<file path="src/rtl/irq_pkg.sv">
// Shared constants and helpers for the interrupt controller.
// Assumes a fixed set of six sources, with polling index equal to bit position.
package irq_pkg;
    localparam int NSRC  = 6;
    localparam int IDX_W = $clog2(NSRC);
    localparam int VEC_W = 8;
    localparam int NEXT  = 2;   // external pins, mapped to even indices
    localparam int NLVL  = 2;   // priority levels

    // Handler address for a source: spacing of eight, offset of three.
    function automatic logic [VEC_W-1:0] vec_of(input logic [IDX_W-1:0] idx);
        return (VEC_W'(idx) << 3) | VEC_W'(3);
    endfunction
endpackage

</file>
<file path="src/rtl/irq_flags.sv">
// Request flag keeping. External pin k and timer k sit at indices 2k and 2k+1.
// Serial and timer-2 flags pass straight through at indices 4 and 5.
// Assumes the pins are already synchronous to clk.
module irq_flags
    import irq_pkg::*;
(
    input  logic             clk,
    input  logic             rst_n,
    input  logic [NEXT-1:0]  ext_n,
    input  logic [NEXT-1:0]  ext_edge,
    input  logic [NEXT-1:0]  tmr_ovf,
    input  logic             ser_flag,
    input  logic             tm2_flag,
    input  logic             clr_stb,
    input  logic [IDX_W-1:0] clr_idx,
    output logic [NSRC-1:0]  pend
);
    logic [NEXT-1:0] prev_n;
    logic [NEXT-1:0] eflag;
    logic [NEXT-1:0] tflag;

    // Remember the previous pin sample for falling-edge detection.
    always_ff @(posedge clk) begin
        if (!rst_n) prev_n <= '1;
        else        prev_n <= ext_n;
    end

    for (genvar k = 0; k < NEXT; k++) begin : g_pair
        localparam logic [IDX_W-1:0] EIDX = IDX_W'(2*k);
        localparam logic [IDX_W-1:0] TIDX = IDX_W'(2*k+1);
        logic fall;
        assign fall = prev_n[k] & ~ext_n[k];

        // Edge-mode latch: set on a falling edge, cleared when acknowledged.
        always_ff @(posedge clk) begin
            if (!rst_n || !ext_edge[k])         eflag[k] <= 1'b0;
            else if (fall)                      eflag[k] <= 1'b1;
            else if (clr_stb && clr_idx == EIDX) eflag[k] <= 1'b0;
        end

        // Timer overflow latch: set by a pulse, cleared when acknowledged.
        always_ff @(posedge clk) begin
            if (!rst_n)                          tflag[k] <= 1'b0;
            else if (tmr_ovf[k])                 tflag[k] <= 1'b1;
            else if (clr_stb && clr_idx == TIDX) tflag[k] <= 1'b0;
        end

        assign pend[2*k]   = ext_edge[k] ? eflag[k] : ~ext_n[k];
        assign pend[2*k+1] = tflag[k];
    end

    assign pend[4] = ser_flag;
    assign pend[5] = tm2_flag;
endmodule

</file>
<file path="src/rtl/irq_select.sv">
// Combinational arbiter: picks the winning source given the levels in service.
// High level is tried first; the lowest index within a level wins.
module irq_select
    import irq_pkg::*;
(
    input  logic [NSRC-1:0]  pend,
    input  logic [NSRC-1:0]  src_en,
    input  logic [NSRC-1:0]  src_hi,
    input  logic             glb_en,
    input  logic [NLVL-1:0]  in_svc,
    output logic             win_valid,
    output logic [IDX_W-1:0] win_idx,
    output logic             win_hi
);
    logic [NSRC-1:0] elig, hi_c, lo_c, pool;

    // Pick the candidate pool allowed by the running levels, then the lowest index.
    always_comb begin
        elig   = pend & src_en & {NSRC{glb_en}};
        hi_c   = elig & src_hi;
        lo_c   = elig & ~src_hi;
        win_hi = ~in_svc[1] & (|hi_c);
        if (win_hi)          pool = hi_c;
        else if (~|in_svc)   pool = lo_c;
        else                 pool = '0;
        win_idx = '0;
        for (int i = NSRC-1; i >= 0; i--) begin
            if (pool[i]) win_idx = IDX_W'(i);
        end
        win_valid = |pool;
    end
endmodule

</file>
<file path="src/rtl/irq_nest.sv">
// In-service tracking: bit 0 low level, bit 1 high level.
// A take sets the taken level; a return clears the innermost set level.
module irq_nest
    import irq_pkg::*;
(
    input  logic            clk,
    input  logic            rst_n,
    input  logic            take,
    input  logic            take_hi,
    input  logic            reti,
    output logic [NLVL-1:0] in_svc
);
    logic [NLVL-1:0] nxt;

    // Clear on return first, then record a newly taken level.
    always_comb begin
        nxt = in_svc;
        if (reti) begin
            if (nxt[1]) nxt[1] = 1'b0;
            else        nxt[0] = 1'b0;
        end
        if (take) nxt[take_hi] = 1'b1;
    end

    // Register the in-service state.
    always_ff @(posedge clk) begin
        if (!rst_n) in_svc <= '0;
        else        in_svc <= nxt;
    end
endmodule

</file>
<file path="src/rtl/irq_arbiter.sv">
// Top of the two-level vectored interrupt controller.
// Latches the winner into a held request until the core acknowledges it.
// Assumes ack is only meaningful while irq is high.
module irq_arbiter
    import irq_pkg::*;
(
    input  logic             clk,
    input  logic             rst_n,
    input  logic [NEXT-1:0]  ext_n,
    input  logic [NEXT-1:0]  ext_edge,
    input  logic [NEXT-1:0]  tmr_ovf,
    input  logic             ser_flag,
    input  logic             tm2_flag,
    input  logic [NSRC-1:0]  src_en,
    input  logic [NSRC-1:0]  src_hi,
    input  logic             glb_en,
    input  logic             ack,
    input  logic             reti,
    output logic             irq,
    output logic [VEC_W-1:0] vector,
    output logic [NSRC-1:0]  pending
);
    logic             req_q, hi_q, take;
    logic [IDX_W-1:0] idx_q;
    logic             win_valid, win_hi;
    logic [IDX_W-1:0] win_idx;
    logic [NLVL-1:0]  in_svc;

    assign take = req_q & ack;

    irq_flags u_flags (
        .clk(clk), .rst_n(rst_n), .ext_n(ext_n), .ext_edge(ext_edge),
        .tmr_ovf(tmr_ovf), .ser_flag(ser_flag), .tm2_flag(tm2_flag),
        .clr_stb(take), .clr_idx(idx_q), .pend(pending)
    );

    irq_select u_sel (
        .pend(pending), .src_en(src_en), .src_hi(src_hi), .glb_en(glb_en),
        .in_svc(in_svc), .win_valid(win_valid), .win_idx(win_idx), .win_hi(win_hi)
    );

    irq_nest u_nest (
        .clk(clk), .rst_n(rst_n), .take(take), .take_hi(hi_q),
        .reti(reti), .in_svc(in_svc)
    );

    // Hold request: capture a winner while idle, drop it on acknowledge.
    always_ff @(posedge clk) begin
        if (!rst_n) begin
            req_q <= 1'b0;
            idx_q <= '0;
            hi_q  <= 1'b0;
        end else if (req_q) begin
            if (ack) req_q <= 1'b0;
        end else if (win_valid) begin
            req_q <= 1'b1;
            idx_q <= win_idx;
            hi_q  <= win_hi;
        end
    end

    assign irq    = req_q;
    assign vector = vec_of(idx_q);
endmodule

</file>
<file path="config.mk">
export PLATFORM = sky130hd
export DESIGN_NAME = irq_arbiter
export DESIGN_NICKNAME = d
export VERILOG_FILES = /design/src/rtl/irq_pkg.sv /design/src/rtl/irq_flags.sv /design/src/rtl/irq_select.sv /design/src/rtl/irq_nest.sv /design/src/rtl/irq_arbiter.sv
export SDC_FILE = /design/constraint.sdc
export NUM_CORES = 1
export LEC_CHECK = 0
export ABC_AREA = 1
export BUFFER_PORTS_ARGS = -buffer_cell sky130_fd_sc_hd__buf_2
export CAP_MARGIN = 30
export CORE_MARGIN = 5
export CORE_UTILIZATION = 43
export CTS_CLUSTER_DIAMETER = 30
export DETAILED_ROUTE_END_ITERATION = 16
export HOLD_SLACK_MARGIN = 0.15
export PLACE_DENSITY = 0.75
export SETUP_SLACK_MARGIN = 0.4
export SYNTH_ARGS = -nofsm -noshare
export SYNTH_HDL_FRONTEND = slang
export SYNTH_SLANG_ARGS = --single-unit
</file>
<file path="constraint.sdc">
create_clock -name clk -period 1.5 [get_ports clk]
set_clock_uncertainty 0.2 [all_clocks]
set_input_delay 0.225 -clock clk [delete_from_list [all_inputs] [get_ports clk]]
set_output_delay 0.225 -clock clk [all_outputs]
set_load 0.1 [all_outputs]
</file>
======== After elaboration in Yosys (flattened, before gate mapping) ========
Index checks and enable logic that the tools add are counted.
word-level totals
  register bits ........................... 13
  word-level logic and storage cells ...... 73
  input port bits ......................... 25
  output and inout bits ................... 15
operators by class
  reductions and logical operators ........ 19
  magnitude comparators ................... 2
  mux-type cells .......................... 26
  bitwise logic cells ..................... 14
  equality and inequality tests ........... 3
operators by type and width
  cell                  number
  $and A6 B6 Y6         4
  $mux W3               6
  $mux W1               15
  $mux W6               2
  $reduce_or A6 Y1      2
  $reduce_bool A2 Y1    4
  $eq A3 B2 Y1 const B  2
  $not A6 Y6            1
  $logic_and A1 B1 Y1   5
  $and A1 B1 Y1         4
  $mux W2               2
  $not A1 Y1            4
  $eq A3 B1 Y1 const B  1
  $logic_not A1 Y1      3
  $logic_not A3 Y1      1
  $logic_or A1 B1 Y1    2
  $lt A1 B2 Y1 const B  1
  $or A2 B2 Y2          1
  $reduce_and A2 Y1     1
  $reduce_or A2 Y1      1
  $demux W1 S1          1
  $ge A1 B1 Y1 const B  1

======== Longest topological paths before layout ========
  depth in word-level cells ............... 14
  mapped depth ............................ 14
  depth with buffers taken out ............ 13

======== By module ========
A second synthesis with hierarchy kept.
second synthesis, totals
  cell total of the unflattened synthesis .. 159
  area total of the unflattened synthesis .. 1002.2 um^2
by module, submodules not included
  module       times used  cells an instance  area an instance (um^2)  sequential area each (um^2)
  irq_select   1           63                 362.8                    0.0
  irq_flags    1           44                 296.5                    120.1
  irq_arbiter  1           39                 255.2                    100.1
  irq_nest     1           13                 87.6                     40.0

======== Worst setup path after synthesis ========
Ideal clock, no wire load.
  path type ............................... input to register
  from .................................... input port ext_n[0]
  to ...................................... register hi_q
  arrival time ............................ 2012 ps
  path slack .............................. -827 ps
  buffers on the path ..................... 0
  setup time .............................. 115 ps
  stages on the path ...................... 12
  required time ........................... 1185 ps
  path through ............................ o21ai_2 nand3_1 nand2_1 inv_2 nand3_2 nand2_2 nor2_4 nand2_1 nand2_2 nand2_2 o21ai_2 nor2_1
on the way
  word-level cells in the longest chain between the ends .. 10
  elaborated cells on any way between the ends .. 12
  classes of those cells .................. 3 x mux; 6 x bitwise; 3 x reduce/logical
RTL lines
  element                             line               text
  start, declared                     irq_arbiter.sv:9   input logic [NEXT-1:0] ext_n,
  $not A1 Y1 (*)                      irq_flags.sv:48    assign pend[2*k] = ext_edge[k] ? eflag[k] : ~ext_n[k];
  $mux W1 (*)                         irq_flags.sv:48
  $and A6 B6 Y6 (*) (2 in series)     irq_select.sv:19   elig = pend & src_en & {NSRC{glb_en}};
  $and A6 B6 Y6                       irq_select.sv:20   hi_c = elig & src_hi;
  $reduce_or A6 Y1                    irq_select.sv:22   win_hi = ~in_svc[1] & (|hi_c);
  $and A1 B1 Y1                       irq_select.sv:22
  $mux W6                             irq_select.sv:23   if (win_hi) pool = hi_c;
  $reduce_or A6 Y1                    irq_select.sv:30   win_valid = |pool;
  $reduce_and A2 Y1 (no source line)  -
  end signal, assigned                irq_arbiter.sv:58  hi_q <= win_hi;
  end, declared                       irq_arbiter.sv:23  logic req_q, hi_q, take;
Mark *: on every way between the ends. The rest lies on a longest branch, timed or not.
A chain may end at the register's enable or synchronous reset.

======== Worst setup path after layout ========
  from .................................... register u_flags.eflag[1]
  to ...................................... register idx_q[0]
on the way
  word-level cells in the longest chain between the ends .. 13
  elaborated cells on any way between the ends .. 17
  classes of those cells .................. 9 x mux; 5 x bitwise; 3 x reduce/logical
RTL lines
  element                          line               text
  start, declared                  irq_flags.sv:19    logic [NEXT-1:0] eflag;
  start signal, assigned by index  irq_flags.sv:36    if (!rst_n || !ext_edge[k]) eflag[k] <= 1'b0;
  start signal, assigned by index  irq_flags.sv:37    else if (fall) eflag[k] <= 1'b1;
  start signal, assigned by index  irq_flags.sv:38    else if (clr_stb && clr_idx == EIDX) eflag[k] <= 1'b0;
  $mux W1 (*)                      irq_flags.sv:48
  $and A6 B6 Y6 (*) (2 in series)  irq_select.sv:19
  $and A6 B6 Y6                    irq_select.sv:20
  $reduce_or A6 Y1                 irq_select.sv:22
  $and A1 B1 Y1                    irq_select.sv:22
  $mux W6 (*)                      irq_select.sv:23
  $mux W3 (6 in series)            irq_select.sv:28   if (pool[i]) win_idx = IDX_W'(i);
  end signal, assigned             irq_arbiter.sv:57  idx_q <= win_idx;
  end, declared                    irq_arbiter.sv:24  logic [IDX_W-1:0] idx_q;
Marks and branches as above.

==> impl_results.md <==
* Layout cell share with drive strength beyond 1 at between 50 and 60%
* Clk_lat worst skew at 0.29 ns
* Post-synthesis mux area share at 0%
* Violated checks: negative hold slack, negative setup slack
* Grt ovf at 0
* Endpoints failing hold at 2
* Status: finished with violations
* Hold Path Sink: u_flags.prev_n[1]
* WHS at -0.0147 ns
* Area after DPL at 0.00143 sq mm
* Final ANT Viol Nets at 0
* Syn avg cell area at 6.91 sq um
* Core area at 0.00221 sq mm
* Final Cell Area at 0.00167 sq mm
* First-pass GRT wire length at 4830 um
* Register area share after synthesis at about a quarter
* Max IR drop VDD at 661 uV
* Starting DRT DRC Count at 33
* R2R depth at 14
* Post-synthesis simple-gate area fraction at 44.3%
* Max-cap viol count at 0
* Startpoint Class: register
* XOR/XNOR share of the synthesized area at 0%
* CTS tree: done
* Area growth from synthesis to layout at 67.5%
* Maximum number of pins on one net before global-route repair at 10
* Hold Path Origin: rst_n
* Crit. Startpoint: u_flags.eflag[1]
* Most frequent cells in the layout: buf_2 (24), nand2_1 (19), inv_1 (18)
* Commonest non-fill, non-tap cell in the layout: buf_2
* 1st-pass router iterations at 4
* Worst Setup Slack, final at -0.224 ns
* GRT Total Usage at 18.2%
* Gate Count Post-Synth at 144
* Kind of critical path: reg -> reg
* P_leak at 0.827 nW
* Sink Count at 13
* IO Pins at 40
* Reg-to-reg slack, setup at -0.22 ns
* Finish-stage setup viols at 7
* Endpoint type of the worst setup path: register
* Clk slew on worst S/H paths at around 0.1 ns
* Site row count at 17
* Layout fillers at approximately 160
* Vias per cell at 4.99
* Worst hold path class: in -> reg
* RSZ-0062 raised after global routing: true
* Crit path largest cell delay at about 0.34 ns
* Crit path DAT at around 1.7 ns
* Final total power at 0.00130 W
* Max-slew violations at 0
* Via count at around 1200
* Port Buffers at 34
* Yosys reg bits at 13
* Hold Crit Depth at 2
* Number of buffers created by CTS at 3
* Worst r2r dst: idx_q[0]
* Compound-cell area share of the yosys netlist at 12.8%
* Cells along the critical path: nand2_2, o21ai_4, nand3_2, buf_4, buf_4, inv_1, nand2_1, nand2_2, nor2_4, nand2_2, nand2_4, nand3_1, nand2_1, a21oi_2
* Final period util at 115%
* Final net count at 229
* Antenna violations before repair at 0
* Crit path max fanout at 3
* Fin crit period at 1.72 ns
* Hold-fix buffers, CTS at 6
* Post-Synthesis Cell Area at 995 sq um
* Root buf cell: clkbuf_4
* Vias in the first global route at ~1200
* H-tree lvl count at 1
* Antenna diodes at 0
* Drt wl/cell at 12.9 um
* Final HPWL from detailed placement at 2170 um
* Starting Density at 45.0%
* Final Util at 75.3%
* RR Startpoint: u_flags.eflag[1]
* Die width at just under 60 um
* CTS Buffer Depth at 2
* Syn. warnings at 0
* DRC viols at 0
* Cell family with most CP delay: simple AND/OR/NAND/NOR gates
* CP max stage cell: dfxtp_2
* Final WL at 2980 um
* Routability-driven placement congestion ratio at 0.861
* Die area at 0.00338 sq mm
* TNS Setup at -1.09 ns
* Synth cell types at 26
* Adder-cell share of the synthesized area at 0%
* Die height at 58.1 um
* F_max at 0.580 GHz
* CP required at approximately 1.5 ns
* Most Frequent Cell on Critical Path: nand2_2
* Largest family of logic cells by synthesized area: simple AND/OR/NAND/NOR gates
* PD cells at 778 mW/mm^2
* Sum of buffers and inverters on the critical path at 3
worst reg2reg max path, stage by stage, from the launching register on:
cell and delay (ns):
dfxtp_2 0.34, nand2_2 0.06, o21ai_4 0.07, nand3_2 0.09, buf_4 0.14, buf_4 0.12
inv_1 0.04, nand2_1 0.05, nand2_2 0.12, nor2_4 0.06, nand2_2 0.08, nand2_4 0.06
nand3_1 0.07, nand2_1 0.06, a21oi_2 0.10
sequential cells by signal, summed over array words and instances, names as in the netlist:
signal,count
hi_q,1
idx_q,3
irq,1
u_flags.eflag,2
u_flags.pend,2
u_flags.prev_n,2
u_nest.in_svc,2
area by class of cell:
class                   count  area [sq um]  area share [%]
multi-input cells         101           668            40.1
repair buffers             61           561            33.6
flip-flops and latches     13           280            16.8
inverters                  24          95.1            5.71
well taps                  28          35.0            2.10
clock buffers               3          22.5            1.35
clock inverters             1          5.00           0.300
layer usage:
layer	vias to the layer above	global-route usage, %	part of all wire, %
met2	31	36.1	57
met3	6	3.79	4.8
met4	0	3.64	1.2
met1	536	19.4	37
li1	579	-	-
met5	-	0	0
cells in the mapped netlist (all sizes together):
cell type | count | area (sq um)
or2 | 2 | 12.5
a22oi | 2 | 15.0
dfxtp | 13 | 260
nor2 | 13 | 80.1
o21ai | 5 | 40.0
nand4 | 11 | 81.3
o211ai | 1 | 7.51
conb | 2 | 7.51
nand3 | 12 | 80.1
inv | 24 | 90.1
buf | 9 | 68.8
nand2 | 37 | 171
nor3 | 3 | 15.0
o41ai | 2 | 17.5
a21oi | 8 | 47.6
cell families after synthesis:
family          Yosys count
compound gates           18
buf+inv                  33
flops                    13
other cells               2
simple gates             78
how the worst max path moves through the flow:
stage	cells after the start	to
2_1_floorplan	12	hi_q
3_3_place_gp	14	hi_q
3_5_place_dp	14	hi_q
4_1_cts	13	hi_q
5_1_grt	13	hi_q
6_report	14	idx_q[0]
per-stage QoR:
step	setup WS [ns]	std cells
floorplan	-0.509	147
global placement	-0.213	213
detailed placement	-0.285	213
CTS	-0.245	229
global route	-0.297	231
finish	-0.224	231
power by group:
| group | total [W] | switching, W | leakage [nW] | internal [W] |
|---|---|---|---|---|
| clock | 0.000222 | 0.000123 | 0.0177 | 0.0000988 |
| combinational | 0.000663 | 0.000419 | 0.698 | 0.000244 |
| sequential | 0.000412 | 0.0000341 | 0.111 | 0.000378 |
what timing repair did:
action / 4_1_cts / 5_1_grt
cloned: 0 / 0
buffers inserted: 6 / 2
endpoints found under the setup margin: 18 / 19
gates resized for setup: 16 / 10
pin swaps: 11 / 12
hold endpoints to repair: 13 / 8
Power figures use the tool's default switching activity.
